## config.mk

```make
export PLATFORM = sky130hd
export DESIGN_NAME = seg_xlate_unit
export DESIGN_NICKNAME = d
export VERILOG_FILES = /design/src/rtl/seg_xlate_pkg.sv /design/src/rtl/seg_table.sv /design/src/rtl/seg_len_reg.sv /design/src/rtl/seg_check.sv /design/src/rtl/seg_xlate_unit.sv
export SDC_FILE = /design/constraint.sdc
export NUM_CORES = 1
export LEC_CHECK = 0
export BUFFER_PORTS_ARGS = -buffer_cell sky130_fd_sc_hd__buf_2
export CORE_ASPECT_RATIO = 1.25
export CORE_UTILIZATION = 59
export CTS_BUF_LIST = sky130_fd_sc_hd__clkbuf_4 sky130_fd_sc_hd__clkbuf_8
export CTS_CLUSTER_DIAMETER = 200
export DETAILED_ROUTE_END_ITERATION = 6
export GPL_ROUTABILITY_DRIVEN = 0
export PLACE_DENSITY = 0.78
export SLEW_MARGIN = 10
export SYNTH_ARGS = -nofsm -noshare
export SYNTH_HDL_FRONTEND = slang
export SYNTH_SLANG_ARGS = --single-unit
```

## constraint.sdc

```tcl
create_clock -name clk -period 4.6 [get_ports clk]
set_clock_uncertainty 0.1 [all_clocks]
set_input_delay 0.46 -clock clk [delete_from_list [all_inputs] [get_ports clk]]
set_output_delay 0.46 -clock clk [all_outputs]
set_load 0.05 [all_outputs]
```

## src/rtl/seg_xlate_pkg.sv

```systemverilog
package seg_xlate_pkg;
  // Outcome of the combinational check stage.
  typedef enum logic [1:0] {
    XL_NONE = 2'd0,
    XL_PASS = 2'd1,
    XL_TRAP = 2'd2
  } xl_kind_e;
endpackage

```

## src/rtl/seg_table.sv

```systemverilog
// Base/limit storage: synchronous write, asynchronous read (distributed RAM).
module seg_table #(
  parameter int SEG_COUNT = 8,
  parameter int ADDR_W    = 16,
  localparam int SEG_W    = $clog2(SEG_COUNT)
) (
  input  logic              clk,
  input  logic              we,
  input  logic [SEG_W-1:0]  wr_idx,
  input  logic [ADDR_W-1:0] wr_base,
  input  logic [ADDR_W-1:0] wr_limit,
  input  logic [SEG_W-1:0]  rd_idx,
  output logic [ADDR_W-1:0] rd_base,
  output logic [ADDR_W-1:0] rd_limit
);
  logic [ADDR_W-1:0] base_mem  [SEG_COUNT];
  logic [ADDR_W-1:0] limit_mem [SEG_COUNT];

  always_ff @(posedge clk) begin
    if (we) begin
      base_mem[wr_idx]  <= wr_base;
      limit_mem[wr_idx] <= wr_limit;
    end
  end

  assign rd_base  = base_mem[rd_idx];
  assign rd_limit = limit_mem[rd_idx];
endmodule

```

## src/rtl/seg_len_reg.sv

```systemverilog
// Count of live segments for the current context.
module seg_len_reg #(
  parameter int SEG_COUNT = 8,
  localparam int LEN_W    = $clog2(SEG_COUNT + 1)
) (
  input  logic             clk,
  input  logic             rst,
  input  logic             we,
  input  logic [LEN_W-1:0] wr_len,
  output logic [LEN_W-1:0] len_q
);
  always_ff @(posedge clk) begin
    if (rst)     len_q <= '0;
    else if (we) len_q <= wr_len;
  end
endmodule

```

## src/rtl/seg_check.sv

```systemverilog
// Range check, limit check and base add; purely combinational.
module seg_check
  import seg_xlate_pkg::*;
#(
  parameter int SEG_COUNT = 8,
  parameter int ADDR_W    = 16,
  localparam int SEG_W    = $clog2(SEG_COUNT),
  localparam int LEN_W    = $clog2(SEG_COUNT + 1)
) (
  input  logic              valid,
  input  logic [SEG_W-1:0]  seg,
  input  logic [ADDR_W-1:0] off,
  input  logic [LEN_W-1:0]  len,
  input  logic [ADDR_W-1:0] base,
  input  logic [ADDR_W-1:0] limit,
  output xl_kind_e          kind,
  output logic [ADDR_W:0]   pa
);
  logic seg_ok, off_ok;

  assign seg_ok = LEN_W'(seg) < len;
  assign off_ok = off < limit;

  always_comb begin
    kind = XL_NONE;
    pa   = '0;
    if (valid) begin
      if (seg_ok && off_ok) begin
        kind = XL_PASS;
        pa   = {1'b0, base} + {1'b0, off};
      end else begin
        kind = XL_TRAP;
      end
    end
  end
endmodule

```

## src/rtl/seg_xlate_unit.sv

```systemverilog
module seg_xlate_unit
  import seg_xlate_pkg::*;
#(
  parameter int SEG_COUNT = 8,
  parameter int ADDR_W    = 16,
  localparam int SEG_W    = $clog2(SEG_COUNT),
  localparam int LEN_W    = $clog2(SEG_COUNT + 1)
) (
  input  logic              clk,
  input  logic              rst,
  input  logic              cfg_entry_we,
  input  logic [SEG_W-1:0]  cfg_idx,
  input  logic [ADDR_W-1:0] cfg_base,
  input  logic [ADDR_W-1:0] cfg_limit,
  input  logic              cfg_len_we,
  input  logic [LEN_W-1:0]  cfg_len,
  input  logic              req_valid,
  input  logic [SEG_W-1:0]  req_seg,
  input  logic [ADDR_W-1:0] req_off,
  output logic              rsp_valid,
  output logic              rsp_trap,
  output logic [ADDR_W:0]   rsp_pa
);
  logic [ADDR_W-1:0] rd_base, rd_limit;
  logic [LEN_W-1:0]  len_q;
  xl_kind_e          kind;
  logic [ADDR_W:0]   pa_c;

  seg_table #(.SEG_COUNT(SEG_COUNT), .ADDR_W(ADDR_W)) u_table (
    .clk(clk), .we(cfg_entry_we), .wr_idx(cfg_idx),
    .wr_base(cfg_base), .wr_limit(cfg_limit),
    .rd_idx(req_seg), .rd_base(rd_base), .rd_limit(rd_limit)
  );

  seg_len_reg #(.SEG_COUNT(SEG_COUNT)) u_len (
    .clk(clk), .rst(rst), .we(cfg_len_we), .wr_len(cfg_len), .len_q(len_q)
  );

  seg_check #(.SEG_COUNT(SEG_COUNT), .ADDR_W(ADDR_W)) u_check (
    .valid(req_valid), .seg(req_seg), .off(req_off), .len(len_q),
    .base(rd_base), .limit(rd_limit), .kind(kind), .pa(pa_c)
  );

  always_ff @(posedge clk) begin
    if (rst) begin
      rsp_valid <= 1'b0;
      rsp_trap  <= 1'b0;
      rsp_pa    <= '0;
    end else begin
      rsp_valid <= (kind == XL_PASS);
      rsp_trap  <= (kind == XL_TRAP);
      rsp_pa    <= pa_c;
    end
  end
endmodule

```

======== Yosys cells after proc, flatten, opt, wreduce, memory -nomap -nowiden ========
Memories as Yosys holds them, arrays and structs flattened.
Cells that the tools add are included.
word-level totals
  bits of input ports ..................... 63
  bits in registers ....................... 23
  output and inout port bits .............. 19
  memories ................................ 2
  logic and storage cells ................. 19
  bits in writable memories ............... 256
memory list
  name               words  width  rd ports  clocked after memory_dff  write ports  RTL line         source
  u_table.base_mem   8      16     1         0                         1            seg_table.sv:16  logic [ADDR_W-1:0] base_mem [SEG_COUNT];
  u_table.limit_mem  8      16     1         0                         1            seg_table.sv:17  logic [ADDR_W-1:0] limit_mem [SEG_COUNT];
operators by class
  multiplexer cells ....................... 4
  order comparisons ....................... 2
  $add $sub $neg .......................... 1
  eq/ne operators ......................... 2
  reductions and logical operators ........ 2
  bitwise operators ....................... 2
operator list
  cell                  count
  $add A16 B16 Y17      1
  $lt A16 B16 Y1        1
  $lt A3 B4 Y1          1
  $mux W2               2
  $reduce_or A3 Y1      1
  $eq A2 B1 Y1 const B  1
  $eq A2 B2 Y1 const B  1
  $mux W1               2
  $not A1 Y1            2
  $logic_and A1 B1 Y1   1

======== Logic depth before layout (Yosys ltp) ========
An unclocked memory read counts as a cell.
  depth in word-level cells ............... 6
  depth in mapped cells ................... 13
  mapped depth without buffers ............ 10

======== Cells and area by module ========
Synthesis repeated with hierarchy kept, for this count alone.
second synthesis, totals
  cells, all modules ...................... 617
  area, all modules ....................... 11808.8 um^2
by module, submodules not included
  module          area an instance (um^2)  cells each  seq. area each (um^2)  times used
  seg_table       9825.7                   383         7687.4                 1
  seg_check       1311.3                   182         0.0                    1
  seg_xlate_unit  531.8                    39          380.4                  1
  seg_len_reg     140.1                    13          80.1                   1

======== Worst setup path before layout ========
No wires, ideal clock.
  kind .................................... input port to flip-flop
  start point ............................. input req_seg[0]
  end point ............................... register rsp_pa[15]
  slack ................................... 570 ps
  stages on the path ...................... 12
  data arrival time ....................... 3830 ps
  data required time ...................... 4400 ps
  buffers on the path ..................... 3
  cells stage by stage .................... clkbuf_1 -> buf_1 -> mux4_2 -> mux2i_1 -> ha_1 -> and4_1 -> a21oi_1 -> a21boi_1 -> or4_1 -> or3_1 -> buf_6 -> a2111oi_4
on the way
  word-level cells in the longest chain between the ends .. 5
  elaborated cells on any way between the ends .. 8
  classes of those cells .................. add/sub: 1; order compare: 2; bitwise: 1; reduce/logical: 2; memory: 2
RTL lines
  element                            RTL line              source
  start: declaration                 seg_xlate_unit.sv:18  input logic [SEG_W-1:0] req_seg,
  $mem_v2 Z8 W16                     n/a
  $lt A16 B16 Y1                     seg_check.sv:22       assign off_ok = off < limit;
  $logic_and A1 B1 Y1                seg_check.sv:28       if (seg_ok && off_ok) begin
  $not A1 Y1 (no source line)        n/a
  $reduce_or A3 Y1 (no source line)  n/a
  end signal: assignment             seg_xlate_unit.sv:52  rsp_pa <= pa_c;
  end: declaration                   seg_xlate_unit.sv:22  output logic [ADDR_W:0] rsp_pa
Parallel ways exist; a longest one is shown, timed or not.
A chain may end at the register's enable or synchronous reset.

======== Worst setup path after layout ========
  start point ............................. input req_seg[0]
  end point ............................... register rsp_pa[16]
Same word-level chain as after synthesis.

==> reports/metrics.yaml <==
holdBufCountCts: 0
comb_power_share: 0.100
vias: 5997
fin_crit_sh: 0.8163
clkTransAtPathRegs_ps: 70
switching_share: 0.2282
place_inst: 900
synth_edf_count: 256
critPathLaunchType: "input port"
cts_inserted_buffers: 42
hold_viol: 0
power_density_mw_per_mm2: 420.4
ys_seq_area_frac: 0.7139
required_ps: 4910
drc: 0
clock_latency_ps: 540
setup_tns_ps: 0
relSlewSlack: 0.3993
postCtsResizedCells: 0
grt.met1_usage: 0.3185
core_sq_mm: 0.01885
cts_sinks: 279
syn_area_per_cell_sq_um: 19.28
grt_max_degree: 35
cts_tree: "built"
p_clk_frac: 0.376
grt-busiest-layer: "met2"
die_x_microns: 126.4
die-area_sq_mm: 0.01991
fill_cells: 1192
setup-violations-final: 0
peakVddDrop_mv: 0.2677
arrival_ps: 4060
routedWlPerCell_microns: 23.93
rsz0062_at_grt: "no"
hold_class: "in2reg"
synth_seq_cells: 279
grt_use_met3: 0.04453
portBuffers: 81
die_h_microns: 157.5
drv_cap: 0
rows: 56
antenna_found_initial: 0
intPower_mw: 4.244
seqPwrFrac: 0.524
antenna_left: 0
gr-total-overflow: 0
yosysUniqueCellTypes: 46
synth_ff_type: "edfxtp_1"
num-nets-final: 809
io_pins: 82
fin_cells: 979
end_kind: "flop"
syn_area_sq_mm: 0.01141
cp_max_fo: 34
grt_use_total: 0.2500
routed_wl_microns: 23430
htree_levels: 2
p_leak_nw: 4.613
p_sw_mw: 1.254
crit_type: "in2reg"
period_minus_slack_ps: 3755
slew_viol_final: 0
rrSetupSlack_ps: 1130
grtUsageMet2: 0.4244
start_util: 0.6055
cts.path.max_buffers: 3
syn_to_final_growth_pct: 14.59
async_reset_ff_frac: 0
root_buffer: "clkbuf_8"
grt_pass1_wl_microns: 36050
synth_nets: 689
drtPass1Iterations: 5
status: "finished clean"
place_hpwl_microns: 14570
dr.first_iter.drc_count: 474
syn-instance-count: 592
postCtsSetupBuffers: 0
drive_gt1_frac: 0.3418
tightest_slew_ps: 898.9
max_freq_mhz: 266.3
grt_pass1_vias: 6358
yosysWarnings: 0
vias_per_cell: 6.126
[cell usage after synthesis, types with 8 or more instances]
cell type | count | area share
mux4_2 | 63 | 0.12
dfxtp_1 | 23 | 0.040
o21ai_0 | 9 | 0.0039
a21oi_1 | 12 | 0.0053
ha_1 | 33 | 0.036
nor2_1 | 40 | 0.013
mux2i_1 | 22 | 0.019
clkbuf_1 | 14 | 0.0046
nand2b_1 | 8 | 0.0044
edfxtp_1 | 256 | 0.67
nand3_1 | 8 | 0.0035
mux2_2 | 16 | 0.016
[power groups by stage]
stage / Combinational [mW] / Clock (mW) / Sequential (mW)
6_report: 0.551 / 2.07 / 2.88
5_1_grt: 0.596 / 2.20 / 2.88
4_1_cts: 0.553 / 2.10 / 2.88
3_5_place_dp: 0.547 / 0 / 2.93
3_3_place_gp: 0.526 / 0 / 2.93
2_1_floorplan: 0.340 / 0 / 2.96
[metrics by stage]
| stage | util | setup slack, ps | total power, mW | cell area [sq um] | hold WS (ps) |
|---|---|---|---|---|---|
| 2_1_floorplan | - | 570.0 | 3.301 | 11410 | 360.4 |
| 3_3_place_gp | 0.6474 | 314.7 | 3.452 | 12200 | 385.4 |
| 3_5_place_dp | 0.6474 | 261.6 | 3.479 | 12200 | 398.9 |
| 4_1_cts | 0.6938 | 831.2 | 5.535 | 13080 | 11.53 |
| 5_1_grt | 0.6938 | 585.9 | 5.683 | 13080 | 16.45 |
| 6_report | 0.6939 | 845.1 | 5.498 | 13080 | 48.68 |
[cell usage in the layout, fill, tap and decap left out, types with 4 or more instances in the layout]
cell type and count:
clkinv_2 8, mux2_2 16, buf_2 80, nand2b_1 8, xor2_1 7, mux2i_1 22, a21oi_1 12, a211oi_1 5
nand3_1 8, buf_4 17, nand2_1 6, clkinv_1 11, nor3_1 4, clkbuf_8 45, dfxtp_1 23, edfxtp_1 256
mux4_2 63, ha_1 33, nor2_1 34, nor2b_1 4, inv_1 7, nor2_4 6, clkbuf_4 10, o21a_1 6
o21ai_0 9, a21o_1 4
[per-layer routing]
metal  wire length, microns  share of wire
met2                  12100           0.52
met1                   9131           0.39
met3                   1470          0.063
met4                    733          0.031
met5                      0              0
[cell type report]
class / instances / area [sq um] / area share
Antenna cell: 1 / 2.502 / 0.0001913
Clock buffer: 55 / 694.4 / 0.05309
Clock inverter: 23 / 178.9 / 0.01368
Inverter: 8 / 30.03 / 0.002296
Multi-Input combinational cell: 283 / 3187 / 0.2437
Sequential cell: 279 / 8148 / 0.6230
Tap cell: 232 / 290.3 / 0.02219
Timing Repair Buffer: 98 / 548.0 / 0.04190
[registers in the layout, summed over array words and instances, names as in the netlist]
| register | cells |
|---|---|
| rsp_pa | 17 |
| rsp_trap | 1 |
| rsp_valid | 1 |
| u_len.len_q | 4 |
| u_table.base_mem | 128 |
| u_table.limit_mem | 128 |
[worst paths after layout]
kind,startpoint,endpoint,cells past startpoint
worst min-delay path,rst,u_len.len_q[3]$_SDFFE_PP0P_,2
worst min register to register,u_len.len_q[3]$_SDFFE_PP0P_,u_len.len_q[3]$_SDFFE_PP0P_,2
worst max-delay path,req_seg[0],rsp_pa[16]$_SDFF_PP0_,11
worst max register to register,u_table.limit_mem[7][6]$_DFFE_PP_,rsp_pa[13]$_SDFF_PP0_,9
[cell families after synthesis]
logic type / count (synthesis) / share of synthesized area
and+or+nand+nor: 85 / 0.03585
AOI/OAI and AO/OA: 53 / 0.03354
DFF: 279 / 0.7139
xor gates and xnor gates: 10 / 0.007674
muxes: 101 / 0.1594
adders and majority gates: 34 / 0.03793
buffers and inverters: 30 / 0.01173
[critical path: stages]
cell,delay [ps]
buf_4,530
buf_4,440
mux4_2,530
mux2_2,300
fa_1,460
a211oi_1,340
o21ai_1,150
a41o_1,310
o22ai_1,240
o21ai_0,120
nor3b_1,140
(Power assumes the default switching activity.)
